<file path="src/rtl/mfr_pkg.sv">
package mfr_pkg;
  localparam int NP = 5;
  localparam int PW = 3;
  localparam int P_LOCAL = 0;
  localparam int P_NORTH = 1;
  localparam int P_EAST  = 2;
  localparam int P_SOUTH = 3;
  localparam int P_WEST  = 4;

  typedef enum logic [1:0] {
    FK_MID    = 2'b00,
    FK_OPEN   = 2'b01,
    FK_CLOSE  = 2'b10,
    FK_SINGLE = 2'b11
  } flit_kind_e;

  // flit carries a destination address
  function automatic logic is_addressed(input logic [1:0] kind);
    return (kind == FK_OPEN) || (kind == FK_SINGLE);
  endfunction

  // flit releases the output it holds
  function automatic logic is_last(input logic [1:0] kind);
    return (kind == FK_CLOSE) || (kind == FK_SINGLE);
  endfunction

  // which ports exist for a router at (x,y) in an mx by my mesh
  function automatic logic [NP-1:0] port_mask(input int x, input int y, input int mx, input int my);
    logic [NP-1:0] m;
    m          = '0;
    m[P_LOCAL] = 1'b1;
    m[P_NORTH] = (y < my - 1);
    m[P_EAST]  = (x < mx - 1);
    m[P_SOUTH] = (y > 0);
    m[P_WEST]  = (x > 0);
    return m;
  endfunction

  // dimension-order next hop, local when the wanted port is absent
  function automatic int unsigned dor_port(input int unsigned cx, input int unsigned cy,
                                           input int unsigned dx, input int unsigned dy,
                                           input logic [NP-1:0] pres);
    int unsigned r;
    if (dx > cx)      r = P_EAST;
    else if (dx < cx) r = P_WEST;
    else if (dy > cy) r = P_NORTH;
    else if (dy < cy) r = P_SOUTH;
    else              r = P_LOCAL;
    if (!pres[r]) r = P_LOCAL;
    return r;
  endfunction
endpackage

</file>
<file path="src/rtl/mfr_fifo.sv">
module mfr_fifo #(
  parameter int W     = 10,
  parameter int DEPTH = 4,
  parameter int AW    = (DEPTH > 1) ? $clog2(DEPTH) : 1,
  parameter int CW    = $clog2(DEPTH + 1)
) (
  input  logic          clk,
  input  logic          rst_n,
  input  logic          push,
  input  logic [W-1:0]  din,
  input  logic          pop,
  output logic [W-1:0]  dout,
  output logic          empty,
  output logic          full,
  output logic [CW-1:0] count
);
  logic [W-1:0]  mem [DEPTH];
  logic [AW-1:0] wr_ptr, rd_ptr;
  logic          do_push, do_pop;

  assign full    = (count == CW'(DEPTH));
  assign empty   = (count == '0);
  assign do_push = push && !full;
  assign do_pop  = pop && !empty;
  assign dout    = mem[rd_ptr];

  function automatic logic [AW-1:0] bump(input logic [AW-1:0] v);
    return (v == AW'(DEPTH - 1)) ? '0 : v + 1'b1;
  endfunction

  always_ff @(posedge clk) begin
    if (do_push) mem[wr_ptr] <= din;
  end

  always_ff @(posedge clk) begin
    if (!rst_n) begin
      wr_ptr <= '0;
      rd_ptr <= '0;
      count  <= '0;
    end else begin
      if (do_push) wr_ptr <= bump(wr_ptr);
      if (do_pop)  rd_ptr <= bump(rd_ptr);
      count <= count + CW'(do_push) - CW'(do_pop);
    end
  end
endmodule

</file>
<file path="src/rtl/mfr_route.sv">
module mfr_route import mfr_pkg::*; #(
  parameter int              COORD_W = 2,
  parameter int              X_POS   = 1,
  parameter int              Y_POS   = 1,
  parameter logic [NP-1:0]   PRESENT = '1
) (
  input  logic               clk,
  input  logic               rst_n,
  input  logic               valid,
  input  logic [1:0]         kind,
  input  logic [COORD_W-1:0] dest_x,
  input  logic [COORD_W-1:0] dest_y,
  input  logic               pop,
  output logic [NP-1:0]      req
);
  logic [PW-1:0] held_port;
  logic [PW-1:0] cur_port;

  always_comb begin
    if (is_addressed(kind))
      cur_port = PW'(dor_port(32'(X_POS), 32'(Y_POS), 32'(dest_x), 32'(dest_y), PRESENT));
    else
      cur_port = held_port;
  end

  assign req = valid ? (NP'(1) << cur_port) : '0;

  always_ff @(posedge clk) begin
    if (!rst_n)
      held_port <= PW'(P_LOCAL);
    else if (pop && is_addressed(kind))
      held_port <= cur_port;
  end
endmodule

</file>
<file path="src/rtl/mfr_out_arb.sv">
module mfr_out_arb import mfr_pkg::*; (
  input  logic          clk,
  input  logic          rst_n,
  input  logic [NP-1:0] req,
  input  logic [NP-1:0] last,
  input  logic          ready,
  output logic [NP-1:0] grant,
  output logic [PW-1:0] gidx,
  output logic          gvalid,
  output logic          xfer,
  output logic          lock,
  output logic [PW-1:0] owner
);
  logic [PW-1:0] ptr;
  logic [PW-1:0] pick;
  logic          pick_ok;
  int unsigned   cand;

  always_comb begin
    pick    = ptr;
    pick_ok = 1'b0;
    cand    = 0;
    for (int k = 0; k < NP; k++) begin
      cand = (int'(ptr) + k) % NP;
      if (!pick_ok && req[cand]) begin
        pick_ok = 1'b1;
        pick    = PW'(cand);
      end
    end
  end

  always_comb begin
    if (lock) begin
      gidx   = owner;
      gvalid = req[owner];
    end else begin
      gidx   = pick;
      gvalid = pick_ok;
    end
  end

  assign grant = gvalid ? (NP'(1) << gidx) : '0;
  assign xfer  = gvalid && ready;

  always_ff @(posedge clk) begin
    if (!rst_n) begin
      lock  <= 1'b0;
      owner <= '0;
      ptr   <= '0;
    end else if (gvalid && !ready) begin
      lock  <= 1'b1;
      owner <= gidx;
    end else if (xfer) begin
      lock  <= !last[gidx];
      owner <= gidx;
      ptr   <= (gidx == PW'(NP - 1)) ? '0 : gidx + 1'b1;
    end
  end
endmodule

</file>
<file path="src/rtl/mesh_flit_router.sv">
module mesh_flit_router import mfr_pkg::*; #(
  parameter int COORD_W    = 2,
  parameter int PAYLOAD_W  = 8,
  parameter int MESH_X     = 3,
  parameter int MESH_Y     = 3,
  parameter int X_POS      = 1,
  parameter int Y_POS      = 1,
  parameter int FIFO_DEPTH = 4
) (
  input  logic                          clk,
  input  logic                          rst_n,
  input  logic [NP-1:0]                 in_valid,
  output logic [NP-1:0]                 in_ready,
  input  logic [NP*(PAYLOAD_W+2)-1:0]   in_flit,
  output logic [NP-1:0]                 out_valid,
  input  logic [NP-1:0]                 out_ready,
  output logic [NP*(PAYLOAD_W+2)-1:0]   out_flit
);
  localparam int            FLIT_W  = PAYLOAD_W + 2;
  localparam int            CW      = $clog2(FIFO_DEPTH + 1);
  localparam logic [NP-1:0] PRESENT = port_mask(X_POS, Y_POS, MESH_X, MESH_Y);

  // named internal events, observed by the bound checker
  logic [NP*FLIT_W-1:0] front;
  logic [NP-1:0]        fifo_empty, fifo_full, fifo_pop, front_last;
  logic [NP*CW-1:0]     fifo_cnt;
  logic [NP*NP-1:0]     route_req;   // slice i: outputs wanted by input i
  logic [NP*NP-1:0]     col_req;     // slice o: inputs wanting output o
  logic [NP*NP-1:0]     grant_mat;   // slice o: input granted on output o
  logic [NP-1:0]        out_lock, out_xfer;
  logic [NP*PW-1:0]     out_owner, out_gidx;

  always_comb begin
    for (int o = 0; o < NP; o++)
      for (int i = 0; i < NP; i++)
        col_req[o*NP+i] = route_req[i*NP+o];
  end

  always_comb begin
    fifo_pop = '0;
    for (int o = 0; o < NP; o++)
      for (int i = 0; i < NP; i++)
        fifo_pop[i] = fifo_pop[i] | (out_xfer[o] & grant_mat[o*NP+i]);
  end

  for (genvar p = 0; p < NP; p++) begin : g_port
    if (PRESENT[p]) begin : g_on
      logic [1:0] kind;
      assign kind = front[p*FLIT_W+FLIT_W-2 +: 2];
      assign front_last[p] = is_last(kind);
      assign in_ready[p] = !fifo_full[p];

      mfr_fifo #(.W(FLIT_W), .DEPTH(FIFO_DEPTH)) u_fifo (
        .clk   (clk),
        .rst_n (rst_n),
        .push  (in_valid[p]),
        .din   (in_flit[p*FLIT_W +: FLIT_W]),
        .pop   (fifo_pop[p]),
        .dout  (front[p*FLIT_W +: FLIT_W]),
        .empty (fifo_empty[p]),
        .full  (fifo_full[p]),
        .count (fifo_cnt[p*CW +: CW])
      );

      mfr_route #(.COORD_W(COORD_W), .X_POS(X_POS), .Y_POS(Y_POS), .PRESENT(PRESENT)) u_route (
        .clk    (clk),
        .rst_n  (rst_n),
        .valid  (!fifo_empty[p]),
        .kind   (kind),
        .dest_x (front[p*FLIT_W +: COORD_W]),
        .dest_y (front[p*FLIT_W+COORD_W +: COORD_W]),
        .pop    (fifo_pop[p]),
        .req    (route_req[p*NP +: NP])
      );

      mfr_out_arb u_arb (
        .clk    (clk),
        .rst_n  (rst_n),
        .req    (col_req[p*NP +: NP]),
        .last   (front_last),
        .ready  (out_ready[p]),
        .grant  (grant_mat[p*NP +: NP]),
        .gidx   (out_gidx[p*PW +: PW]),
        .gvalid (out_valid[p]),
        .xfer   (out_xfer[p]),
        .lock   (out_lock[p]),
        .owner  (out_owner[p*PW +: PW])
      );

      // crossbar column for this output
      assign out_flit[p*FLIT_W +: FLIT_W] = front[32'(out_gidx[p*PW +: PW])*FLIT_W +: FLIT_W];
    end else begin : g_off
      logic unused_absent;
      assign unused_absent = ^{in_valid[p], out_ready[p], in_flit[p*FLIT_W +: FLIT_W]};
      assign in_ready[p]   = 1'b0;
      assign out_valid[p]  = 1'b0;
      assign out_flit[p*FLIT_W +: FLIT_W] = '0;
      assign front[p*FLIT_W +: FLIT_W]    = '0;
      assign fifo_empty[p] = 1'b1;
      assign fifo_full[p]  = 1'b0;
      assign front_last[p] = 1'b0;
      assign fifo_cnt[p*CW +: CW]   = '0;
      assign route_req[p*NP +: NP]  = '0;
      assign grant_mat[p*NP +: NP]  = '0;
      assign out_xfer[p]  = 1'b0;
      assign out_lock[p]  = 1'b0;
      assign out_owner[p*PW +: PW] = '0;
      assign out_gidx[p*PW +: PW]  = '0;
    end
  end
endmodule

</file>
<file path="config.mk">
export PLATFORM = sky130hd
export DESIGN_NAME = mesh_flit_router
export DESIGN_NICKNAME = d
export VERILOG_FILES = /design/src/rtl/mfr_pkg.sv /design/src/rtl/mfr_fifo.sv /design/src/rtl/mfr_route.sv /design/src/rtl/mfr_out_arb.sv /design/src/rtl/mesh_flit_router.sv
export SDC_FILE = /design/constraint.sdc
export NUM_CORES = 1
export LEC_CHECK = 0
export BUFFER_PORTS_ARGS = -buffer_cell sky130_fd_sc_hd__buf_2
export CORE_ASPECT_RATIO = 1.1
export CORE_MARGIN = 8
export CORE_UTILIZATION = 65
export CTS_CLUSTER_DIAMETER = 50
export DETAILED_ROUTE_END_ITERATION = 10
export PLACE_DENSITY_LB_ADDON = 0.05
export SYNTH_ARGS = -nofsm -noshare
export SYNTH_HDL_FRONTEND = slang
export SYNTH_SLANG_ARGS = --single-unit
</file>
<file path="constraint.sdc">
create_clock -name clk -period 24 [get_ports clk]
set_clock_uncertainty 0.15 [all_clocks]
set_input_delay 4.8 -clock clk [delete_from_list [all_inputs] [get_ports clk]]
set_output_delay 4.8 -clock clk [all_outputs]
set_load 0.05 [all_outputs]
</file>
==> results.toml, run 1 <==
[yosys]
syn-num-nets = 2611
synth.yosys.seq_area_share_pct = 34.08
synth_area_um2 = 23200
ys_seq_elements = 295
ys.flop_type = "edfxtp_1"
synthArstFlopShare_pct = 0
synthCells = 2375
ys_warn_count = 0
yosysTopAreaCellShare_pct = 25.88
syn_avg_cell_area_um2 = 9.770
synth_area_leader_cell = "edfxtp_1"
synth_area_leaders = "edfxtp_1, ha_1, dfxtp_1"
synth_cell_type_count = 118
synth-edff-count = 200

[timing]
setup_viol = 0
hold_viol = 0
max-slew-margin-rel_pct = 23.29
fin_crit_sh_pct = 52.44
fin_setup_tns_ns = 0
rsz0062_at_grt = "false"
worst_pin_slew_ns = 1.151
whs_ns = 0.3370
clock.fmax_ghz = 0.07946
maxSlewViolCount = 0
min_period_ns = 12.58

[worst_setup_path]
required_ns = 19.05
path_class = "reg -> out"
crit_buf_inv = 5
cpPeakStageDelay_ns = 0.68
setup.worst_path.start_class = "flop"
cp_common_cell = "ha_1"
arrival_ns = 7.63
critPathTopFamily = "compound AO/OA/AOI/OAI gates"
crit_slowest_cell = "o32ai_1"
path_max_fanout = 28
cp-end-kind = "primary output"
crit_path_cell_trace = "clkinv_1 > ha_1 > inv_1 > ha_1 > inv_1 > ha_1 > or3_1 > nand2_1 > xnor2_1 > ha_1 > nand2b_1 > a221oi_1 > nor2_1 > and3_1 > o32ai_1 > and2_1 > a32o_1 > a31o_2 > inv_1 > nor2_1 > a21oi_1 > o22ai_1 > buf_2"

[place]
place_congestion = 0.9845
dpl_cell_area_um2 = 23970
placed_cells = 2879
port_buffers = 121
place_hpwl_mm = 50.62

[cts]
cts_sinks = 295
cts-resized-gates = 0
h-tree-depth = 1
clkLatencyLatePin_ns = 0.56
cts_tree = "built"
cts_buffer_depth = 3
clk_pin_slew_ns = 0.06
root_buffer = "clkbuf_16"
postCtsSetupBuffers = 0
cts_hold_buf = 0
cts_buffers = 31

[route]
routed_wl_mm = 68.05
vias = 19950
wire_per_inst_um = 23.18
ant_nets = 0
routed_via_density = 6.796
firstDrtPassIters = 8
drt_iter0_drc = 2137
drcViolationCount = 0

[grt]
first_global_vias = 19150
grt_max_degree = 69
antenna_found_initial = 0
overflow = 0
track_usage_pct = 31.09
grt_first_pass_wirelength_mm = 105.6

[floorplan]
design.core.area_um2 = 35220
ioPinCount = 122
die-area_um2 = 42010
initial_core_util_pct = 65.87
rows = 72
dieHeight_um = 214.2
die_w_um = 196.1

[run_status]
run_status = "complete, no violations"

[final_layout]
stdcell_count = 2936
n_antenna_cell = 0
fin_area_um2 = 24930
area_growth_pct = 7.436
drive_gt1_share_pct = 14.79
nNetsFinal = 2667

[run]
drv_cap = 0

[worst_hold_path]
hold_class = "reg -> reg"
## kinds of logic (layout without fill, tap and decap cells)
group                    count (synthesis)  count (layout)  share of synthesized area, %
AO/OA/AOI/OAI                          606             606                         19.22
AND/OR/NAND/NOR                        756             756                         16.89
XOR/XNOR                                53              53                         2.065
adder cells (fa/ha/maj)                174             174                         9.609
multiplexers                           229             229                         13.30
flip-flops                             295             295                         34.08
buffers and inverters                  262             342                         4.832
## flip-flops by register name, summed over array words and instances (netlist names), named ones only
| signal | cells |
|---|---|
| g_port.g_on.u_fifo.rd_ptr | 10 |
| g_port.g_on.u_arb.ptr | 15 |
| g_port.g_on.u_fifo.mem | 200 |
| g_port.g_on.u_fifo.wr_ptr | 10 |
| g_port.g_on.u_route.held_port | 15 |
| g_port.g_on.u_fifo.count | 15 |
| g_port.g_on.u_arb.lock | 5 |
| g_port.g_on.u_arb.owner | 15 |
## worst reg2reg max path: cells and delay by family (launching register included)
kind / cells / cell delay, ns
buffers and inverters: 8 / 1.25
multiplexers: 2 / 0.39
AND/OR/NAND/NOR: 7 / 1.36
adder cells (fa/ha/maj): 9 / 2.38
flip-flops: 1 / 0.29
AO/OA/AOI/OAI: 5 / 2.42
XOR/XNOR: 4 / 0.83
## cell type report
| class | instances | area [um2] |
|---|---|---|
| inverters | 150 | 563.0 |
| multi-input cells | 1818 | 14180 |
| flip-flops and latches | 295 | 7908 |
| repair buffers | 135 | 710.7 |
| clock buffers | 39 | 815.8 |
| well taps | 481 | 601.8 |
| clock inverters | 18 | 146.4 |
| fillers | 2624 | 10290 |
## synthesized netlist by cell type (31+ instances only)
| library cell | number |
|---|---|
| edfxtp_1 | 200 |
| nor2_1 | 191 |
| ha_1 | 167 |
| nand2_1 | 167 |
| mux2i_1 | 138 |
| inv_1 | 136 |
| a21oi_1 | 110 |
| dfxtp_1 | 95 |
| nor3_1 | 63 |
| o21ai_0 | 61 |
| mux4_2 | 59 |
| clkbuf_1 | 55 |
| xnor2_1 | 44 |
| nand2b_1 | 43 |
| o211ai_1 | 41 |
| nand3_1 | 40 |
| and3_1 | 34 |
| a31oi_1 | 32 |
| and2_1 | 31 |
## layer usage
layer	track usage (%)	part of all wire, %
met1	40.12	40
met2	50.84	46
met3	5.305	8.9
met4	13.60	4.5
met5	0	0
## cell usage in the layout (no fill, tap or decap), types with 24 or more instances in the layout
master,n
edfxtp_1,200
nor2_1,191
nand2_1,167
ha_1,167
mux2i_1,138
inv_1,135
buf_2,121
a21oi_1,110
dfxtp_1,95
nor3_1,63
o21ai_0,61
mux4_2,59
xnor2_1,44
nand2b_1,43
o211ai_1,41
nand3_1,40
and3_1,34
a31oi_1,32
and2_1,31
clkbuf_16,31
a211oi_1,29
o22ai_1,29
mux2_2,29
nor2b_1,28
or3_1,28
a22oi_1,25
nor4_1,24
## per-stage QoR
stage | worst slack (ns) | utilization (%)
floorplan | 12.69 | -
global placement | 12.37 | 68.04
detailed placement | 12.18 | 68.04
CTS | 11.54 | 70.77
global route | 10.93 | 70.77
finish | 11.42 | 70.77
## path summary, 6_finish.rpt
| check | startpoint | end | slack (ns) | depth (start not counted) |
|---|---|---|---|---|
| setup / recovery | g_port[2].g_on.u_arb.ptr[1] | out_flit[23] | 11.42 | 23 |
| setup reg to reg | g_port[0].g_on.u_arb.ptr[0] | g_port[3].g_on.u_fifo.count[2] | 14.83 | 35 |
| hold / removal | g_port[0].g_on.u_route.held_port[0] | g_port[0].g_on.u_route.held_port[0] | 0.34 | 2 |
| hold reg to reg | g_port[0].g_on.u_route.held_port[0] | g_port[0].g_on.u_route.held_port[0] | 0.34 | 2 |
Power of run 1 is not shown: default switching activity piles up to over one toggle a cycle in this logic, so the estimate is an artifact.
==> run 2, diff against run 1 <==
Settings changed: ABC_AREA set to 1, CORE_UTILIZATION 65 to 57.
Clock period 24 ns to 10.5 ns, I/O delays scaled along.
==> results.toml, run 2 <==
[final_layout]
final_common_cell = "nand2_1"
area_growth_pct = 8.192
final_core_util_pct = 62.20
multi_input_comb_area_um2 = 13030
ff_latch_area_um2 = 7908
fill_cells = 3573
nNetsFinal = 3456
largest_reg_flops = 200
n_antenna_cell = 0
most-common-layout-cells = "nand2_1, inv_1, nand3_1"
drive_gt1_share_pct = 12.75
largest_register = "g_port.g_on.u_fifo.mem"
stdcell_count = 3760

[floorplan]
die_w_um = 207.5
ioPinCount = 122
design.core.area_um2 = 39980
dieHeight_um = 226.6
rows = 77
initial_core_util_pct = 57.49
die-area_um2 = 47020

[worst_setup_path]
cp_common_cell = "nand2_1"
crit_slowest_cell = "nand2_1"
reg2reg_slack_ns = 2.47
path_class = "reg -> out"
required_ns = 8.25
cpPeakStageDelay_ns = 0.89
crit_start = "g_port[0].g_on.u_arb.ptr[0]"
arrival_ns = 7.05
path_max_fanout = 39
cp-end-kind = "primary output"
r2r_start = "g_port[0].g_on.u_arb.ptr[0]"
setup.worst_path.start_class = "flop"

[yosys]
synthTopCellsByCount = "nand2_1, inv_1, nand3_1, nor2_1, edfxtp_1"
synth-edff-count = 200
synth_area_um2 = 22990
synth.yosys.seq_area_share_pct = 34.40
yosysTopAreaCellShare_pct = 26.13
synth_area_leader_cell = "edfxtp_1"
synthCells = 3158
synth_area_leaders = "edfxtp_1, nand2_1, ha_1"
ys_seq_elements = 295
syn-num-nets = 3394
ys.flop_type = "edfxtp_1"
synth_cell_type_count = 58
synth_most_common_cell = "nand2_1"
ys_warn_count = 0
synthArstFlopShare_pct = 0
syn_avg_cell_area_um2 = 7.279

[route]
wire_per_inst_um = 17.77
routed_wl_mm = 66.83
vias = 21560
routed_via_density = 5.733
firstDrtPassIters = 6
drt_iter0_drc = 1884
drcViolationCount = 0
ant_nets = 0

[timing]
hold_viol = 0
worst_pin_slew_ns = 1.197
min_period_ns = 9.304
maxSlewViolCount = 0
clock.fmax_ghz = 0.1075
rsz0062_at_grt = "false"
fin_setup_tns_ns = 0
max-slew-margin-rel_pct = 19.99
fin_crit_sh_pct = 88.61
whs_ns = 0.3241
setup_viol = 0

[place]
port_buffers = 121
place_hpwl_mm = 50.37
placed_cells = 3696
place_congestion = 0.9351

[cts]
cts_tree = "built"
cts_buffer_depth = 3
cts_hold_buf = 0
clkLatencyLatePin_ns = 0.54
root_buffer = "clkbuf_16"
cts_sinks = 295
cts_buffers = 35
h-tree-depth = 2
postCtsSetupBuffers = 0
cts-resized-gates = 0
clk_pin_slew_ns = 0.05

[grt]
track_usage_pct = 27.56
first_global_vias = 19990
antenna_found_initial = 2
overflow = 0
grt_first_pass_wirelength_mm = 105.4
grt_max_degree = 54

[run]
drv_cap = 0

[worst_hold_path]
hold_class = "reg -> reg"
min_from = "g_port[0].g_on.u_route.held_port[2]"

[run_status]
run_status = "complete, no violations"
-- run 2: layout make-up --
type / count / area share (%)
Sequential cell: 295 / 31.80
Multi-Input combinational cell: 2372 / 52.38
Inverter: 393 / 5.982
Clock inverter: 19 / 0.8452
Tap cell: 513 / 2.581
Clock buffer: 45 / 3.919
Timing Repair Buffer: 123 / 2.495
-- run 2: logic make-up after synthesis --
logic type                 count (synthesis)  synth area share, %
AOI/OAI and AO/OA                        550                13.73
xor gates and xnor gates                  34                1.295
adders and majority gates                174                9.700
buffers and inverters                    491                8.927
DFF                                      295                34.40
and+or+nand+nor                         1614                31.95
-- run 2: critical path, delay by kind of cell, from the launching register on --
kind	cells	cell delay, ns
compound gates	4	1.01
xor+xnor	1	0.26
fa+ha+maj	4	0.85
buf+inv	7	1.31
flops	1	0.71
simple gates	14	2.35
-- run 2: final timing paths --
path                                                            end  cells after the start
worst max-delay path                                    out_flit[0]                     30
worst min-delay path            g_port[0].g_on.u_route.held_port[2]                      2
worst max register to register       g_port[1].g_on.u_fifo.count[2]                     40
worst min register to register  g_port[0].g_on.u_route.held_port[2]                      2
-- run 2: layer usage --
layer	vias up	wire length, um	GRT usage, %
met2	870	31920	48.11
met4	4	2375	10.43
met5	-	21	0
li1	10600	-	-
met1	9928	27690	34.73
met3	149	4824	3.387
-- run 2: per-stage QoR --
step	cell area [um2]	setup WS, ns
floorplan	22990	3.298
global placement	23690	2.225
detailed placement	23690	1.951
CTS	24870	1.367
global route	24870	0.5266
finish	24870	1.196
Power of run 2 is left out for the same reason.
